`config.mk`:
```
export PLATFORM = sky130hd
export DESIGN_NAME = muldiv_unit
export DESIGN_NICKNAME = d
export VERILOG_FILES = /design/src/rtl/muldiv_pkg.sv /design/src/rtl/muldiv_mul.sv /design/src/rtl/muldiv_div.sv /design/src/rtl/muldiv_unit.sv
export SDC_FILE = /design/constraint.sdc
export NUM_CORES = 2
export LEC_CHECK = 0
export ABC_CLOCK_PERIOD_IN_PS = 7250
export CORE_MARGIN = 2
export CORE_UTILIZATION = 50
export CTS_CLUSTER_SIZE = 25
export DETAILED_ROUTE_END_ITERATION = 8
export PLACE_DENSITY = 0.68
export SETUP_SLACK_MARGIN = 0.4
export SYNTH_ARGS = -nofsm -noshare
export SYNTH_HDL_FRONTEND = slang
export SYNTH_SLANG_ARGS = --single-unit
```
`constraint.sdc`:
```
create_clock -name clk_i -period 7.25 [get_ports clk_i]
set_input_delay 1.8125 -clock clk_i [delete_from_list [all_inputs] [get_ports clk_i]]
set_output_delay 1.8125 -clock clk_i [all_outputs]
set_load 0.01 [all_outputs]
```
`src/rtl/muldiv_pkg.sv`:
```
package muldiv_pkg;
  typedef enum logic [3:0] {
    OP_MULI = 4'h3,
    OP_MUL  = 4'h6,
    OP_DIV  = 4'h9,
    OP_DIVU = 4'hA,
    OP_MULU = 4'hB
  } op_e;
endpackage

```
`src/rtl/muldiv_mul.sv`:
```
module muldiv_mul #(
  parameter int W = 32
) (
  input  logic         signed_i,
  input  logic [W-1:0] a_i,
  input  logic [W-1:0] b_i,
  output logic [W-1:0] lo_o,
  output logic         wrap_o
);
  logic signed [W:0]     ea, eb;
  logic signed [2*W+1:0] prod;
  logic [W+2:0]          hi_s;

  assign ea   = $signed({signed_i & a_i[W-1], a_i});
  assign eb   = $signed({signed_i & b_i[W-1], b_i});
  assign prod = ea * eb;
  assign lo_o = prod[W-1:0];
  // signed fit: all bits from W-1 upward equal
  assign hi_s = prod[2*W+1:W-1];
  assign wrap_o = signed_i ? !((&hi_s) || !(|hi_s)) : (|prod[2*W-1:W]);
endmodule

```
`src/rtl/muldiv_div.sv`:
```
module muldiv_div #(
  parameter int W = 32
) (
  input  logic         clk_i,
  input  logic         rst_ni,
  input  logic         start_i,
  input  logic         signed_i,
  input  logic [W-1:0] a_i,
  input  logic [W-1:0] b_i,
  output logic         busy_o,
  output logic         fin_o,
  output logic [W-1:0] quo_o
);
  localparam int CW = $clog2(W);

  logic [CW-1:0] cnt_q;
  logic [W-1:0]  rem_q, quo_q, dvs_q, rem_n, quo_n;
  logic          busy_q, neg_q, ge;
  logic [W:0]    shifted, diff;

  assign shifted = {rem_q, quo_q[W-1]};
  assign diff    = shifted - {1'b0, dvs_q};
  assign ge      = !diff[W];
  assign rem_n   = ge ? diff[W-1:0] : shifted[W-1:0];
  assign quo_n   = {quo_q[W-2:0], ge};

  assign busy_o = busy_q;
  assign fin_o  = busy_q && (cnt_q == CW'(W-1));
  assign quo_o  = neg_q ? (~quo_n + 1'b1) : quo_n;

  always_ff @(posedge clk_i or negedge rst_ni) begin
    if (!rst_ni) begin
      busy_q <= 1'b0;
      neg_q  <= 1'b0;
      cnt_q  <= '0;
      rem_q  <= '0;
      quo_q  <= '0;
      dvs_q  <= '0;
    end else if (busy_q) begin
      rem_q <= rem_n;
      quo_q <= quo_n;
      cnt_q <= cnt_q + 1'b1;
      if (fin_o) busy_q <= 1'b0;
    end else if (start_i) begin
      busy_q <= 1'b1;
      cnt_q  <= '0;
      rem_q  <= '0;
      neg_q  <= signed_i && (a_i[W-1] ^ b_i[W-1]);
      quo_q  <= (signed_i && a_i[W-1]) ? (~a_i + 1'b1) : a_i;
      dvs_q  <= (signed_i && b_i[W-1]) ? (~b_i + 1'b1) : b_i;
    end
  end
endmodule

```
`src/rtl/muldiv_unit.sv`:
```
module muldiv_unit #(
  parameter int W  = 32,
  parameter int IW = 16
) (
  input  logic          clk_i,
  input  logic          rst_ni,
  input  logic          start_i,
  input  logic [3:0]    op_i,
  input  logic [W-1:0]  a_i,
  input  logic [W-1:0]  b_i,
  input  logic [IW-1:0] imm_i,
  input  logic          ov_exc_en_i,
  output logic [W-1:0]  result_o,
  output logic          wr_en_o,
  output logic          ov_o,
  output logic          cy_o,
  output logic          range_exc_o,
  output logic          done_o
);
  import muldiv_pkg::*;

  op_e          op;
  logic         accept, is_div, div_go, div_busy, div_fin, mul_wrap;
  logic [W-1:0] mul_b, mul_lo, div_quo;
  logic         sgn_q;

  assign op     = op_e'(op_i);
  assign accept = start_i && !div_busy;
  assign is_div = (op == OP_DIV) || (op == OP_DIVU);
  assign div_go = accept && is_div && (b_i != '0);
  assign mul_b  = (op == OP_MULI) ? {{(W-IW){imm_i[IW-1]}}, imm_i} : b_i;

  muldiv_mul #(.W(W)) u_mul (
    .signed_i (op != OP_MULU),
    .a_i      (a_i),
    .b_i      (mul_b),
    .lo_o     (mul_lo),
    .wrap_o   (mul_wrap)
  );

  muldiv_div #(.W(W)) u_div (
    .clk_i    (clk_i),
    .rst_ni   (rst_ni),
    .start_i  (div_go),
    .signed_i (op == OP_DIV),
    .a_i      (a_i),
    .b_i      (b_i),
    .busy_o   (div_busy),
    .fin_o    (div_fin),
    .quo_o    (div_quo)
  );

  always_ff @(posedge clk_i or negedge rst_ni) begin
    if (!rst_ni) begin
      result_o    <= '0;
      wr_en_o     <= 1'b0;
      ov_o        <= 1'b0;
      cy_o        <= 1'b0;
      range_exc_o <= 1'b0;
      done_o      <= 1'b0;
      sgn_q       <= 1'b0;
    end else begin
      wr_en_o     <= 1'b0;
      range_exc_o <= 1'b0;
      done_o      <= 1'b0;
      if (div_fin) begin
        result_o <= div_quo;
        wr_en_o  <= 1'b1;
        done_o   <= 1'b1;
        if (sgn_q) ov_o <= 1'b0;
        else       cy_o <= 1'b0;
      end else if (accept) begin
        unique case (op)
          OP_MUL, OP_MULI: begin
            result_o    <= mul_lo;
            wr_en_o     <= 1'b1;
            done_o      <= 1'b1;
            ov_o        <= mul_wrap;
            range_exc_o <= mul_wrap && ov_exc_en_i;
          end
          OP_MULU: begin
            result_o    <= mul_lo;
            wr_en_o     <= 1'b1;
            done_o      <= 1'b1;
            cy_o        <= mul_wrap;
            range_exc_o <= mul_wrap && ov_exc_en_i;
          end
          OP_DIV, OP_DIVU: begin
            sgn_q <= (op == OP_DIV);
            if (b_i == '0) begin
              done_o      <= 1'b1;
              range_exc_o <= ov_exc_en_i;
              if (op == OP_DIV) ov_o <= 1'b1;
              else              cy_o <= 1'b1;
            end
          end
          default: ;
        endcase
      end
    end
  end
endmodule

```
==> qor.txt <==
Syn Nets: 7060
nets: 7713
Max Freq: 97.5 MHz
Cells after Synth: 5572
post-synth cell types: 75
setup ws final: -3.01 ns
Setup Skew: 0.00877 ns
Routed WL: 170000 µm
register area: 3530 µm²
Cell Rows: 115
gpl congestion: 1.01
XOR/XNOR share of the synthesized area: 0.0313
Post-Synth Adder-Cell Area: 0.525
main flop type after synthesis: dfrtp_1
CTS tree: yes
Mapped Area: 49800 µm²
Die Width: 319 µm
CTS H-Tree Depth: 4
largest net degree at the start of global routing: 85
count of final setup violators: 25
most frequent cells in the layout: fa_1, inv_1, nand2_1, buf_4, nor2b_1
Yosys reg bits: 141
io pins: 125
most common cell after layout, fill and taps aside: fa_1
critical path data required time: 7.56 ns
sequential area share after synthesis: 0.0709
Sink Count: 141
Clock Latency Late Sink: 0.43 ns
Worst setup SP type: input port
dpl hpwl: 141000 µm
post-route minimum period: 10.26 ns
Initial DRC Count: 3154
GRT Overall Usage: 0.338
largest family of logic cells by synthesized area: adder cells
Top cell by count, worst path: fa_1
Inserted Clock Buffers: 17
mean number of vias per cell: 5.53
global-route wire length before repair: 262000 µm
Max Transition Viols Final: 0
Worst-path clk slew: 0.06 ns
slew at the pin closest to its max-slew limit: 0.966 ns
initial antenna violation count: 7
fillers: 8200
initial core utilization: 0.505
drt pass-1 iters: 8
area of the multi-input gates: 42900 µm²
WL/cell: 22.6 µm
final critical-path share of the clock period: 1.42
number of flops mapped to enable cells by yosys: 0
ANT nets after route: 0
delay-heaviest family, CP: adder cells
failing checks: setup timing
type of the worst setup path: input port to register
area delta synth->final: 24.5%
Post-Synth Simple-Gate Area: 0.173
post-synthesis async set-or-reset flop share: 1.00
Critical Path Sink Type: register
crit path DAT: 10.57 ns
mux share of post-synthesis cell area: 0.0100
vias in the first global route: 44600
Via Count: 41700
Yosys Warn Count: 0
syn_area_per_cell: 8.93 µm²
Root Buffer: clkbuf_16
status: finished, violations left
fraction of layout instances using a drive strength above 1: 0.198
worst-path maximum fanout: 5
compound-cell area share of the yosys netlist: 0.0834
Slew HR: 0.353
DRC: 0
setup TNS: -41.00 ns
CTS Hold Bufs: 0
worst path bufs/invs: 15
I/O Buffers: 124
RSZ-0062 raised after global routing: true
DIE AREA: 102000 µm²
Core ar.: 98600 µm²
Bufs on Longest Clock Path: 2
GR Overflow Total: 0
crit-path max cell delay: 0.62 ns
Max Cap Viol: 0
CP max stage cell: fa_2
Die Y: 319 µm
endpoints failing hold: 0
hold crit path type: register to register
==> stage by stage <==
step / instances / hold WS [ns] / cell area (µm²) / utilization / worst slack [ns]
floorplan: 5572 / 0.450 / 50400 / - / -2.85
global placement: 7418 / 0.462 / 58700 / 0.596 / -4.13
detailed placement: 7418 / 0.474 / 58700 / 0.596 / -4.23
CTS: 7497 / 0.494 / 60900 / 0.618 / -2.99
global route: 7526 / 0.513 / 61900 / 0.628 / -3.33
finish: 7533 / 0.491 / 61900 / 0.628 / -3.01
==> tightest hold or removal path, stage by stage (launching register included) <==
cell and delay (ns):
dfrtp_1 0.34, nand2_1 0.05, o21ai_0 0.06
==> metal layers <==
metal,global-route usage,up-vias,share of wire,wire length [µm]
met5,0,-,0.00024,41
met4,0.154,6,0.054,9150
met1,0.432,21300,0.39,66300
li1,-,18200,-,-
met3,0.0609,395,0.077,13100
met2,0.560,1757,0.48,81800
==> cell families after synthesis <==
group	Yosys count
AO/OA/AOI/OAI	646
buffers and inverters	1405
flip-flops	141
multiplexers	49
XOR/XNOR	178
adder cells (fa/ha/maj)	1400
AND/OR/NAND/NOR	1753
==> synthesized netlist by cell type, types with 8 or more instances <==
library cell	instances	area, µm²
a211oi_1	35	263
a21boi_0	8	60.1
a21o_1	41	308
a21oi_1	189	946
a31o_2	8	70.1
a31oi_1	15	93.8
and2_1	278	1740
and3_1	18	113
buf_1	15	56.3
clkbuf_1	298	1120
dfrtp_1	141	3530
fa_1	1146	22900
ha_1	254	3180
inv_1	1081	4060
mux2i_1	43	430
nand2_1	783	2940
nand2b_1	39	244
nand3_1	26	130
nand3b_1	8	60.1
nand4_1	24	150
nor2_1	181	679
nor2b_1	292	1830
nor3_1	24	120
nor4_1	23	144
o211ai_1	20	150
o21a_1	27	203
o21ai_0	140	701
o21bai_1	23	173
o221ai_1	26	228
o22ai_1	19	119
o31ai_1	23	173
o41ai_1	10	87.6
or2_2	9	56.3
or3_1	16	100
xnor2_1	101	885
xor2_1	77	674
==> registers in the layout, summed over array words and instances (netlist names) <==
register	flops
cy_o	1
done_o	1
ov_o	1
range_exc_o	1
result_o	32
sgn_q	1
u_div.busy_o	1
u_div.cnt_q	5
u_div.dvs_q	32
u_div.neg_q	1
u_div.quo_q	32
u_div.rem_q	32
wr_en_o	1
==> path summary, 6_finish.rpt <==
path | start | end | slack (ns) | depth (start not counted)
hold / removal | u_div.dvs_q[25] | u_div.dvs_q[25] | 0.49 | 2
min in group asynchronous | rst_ni | wr_en_o | 1.43 | 1
max in group asynchronous | rst_ni | u_div.busy_o | 4.52 | 2
setup reg to reg | u_div.dvs_q[0] | result_o[26] | 1.87 | 21
setup / recovery | op_i[0] | range_exc_o | -3.01 | 39
hold reg to reg | u_div.dvs_q[25] | u_div.dvs_q[25] | 0.49 | 2
==> what timing repair did <==
action | CTS | global route
resized for setup | 269 | 150
pin swaps | 125 | 134
endpoints found under the setup margin | 28 | 27
cloned | 6 | 4
buffers inserted | 41 | 24
==> final cells by class <==
class / count / area share
Multi-Input combinational cell: 4026 / 0.692
Timing Repair Buffer: 955 / 0.148
Inverter: 1083 / 0.0660
Sequential cell: 141 / 0.0570
Tap cell: 1287 / 0.0260
Clock buffer: 18 / 0.00693
Clock inverter: 14 / 0.00311
Antenna cell: 8 / 0.000323
Timing Repair inverter: 1 / 0.000121
Power is not shown: default switching activity piles up to over one toggle a cycle in this logic, so the estimate is an artifact.
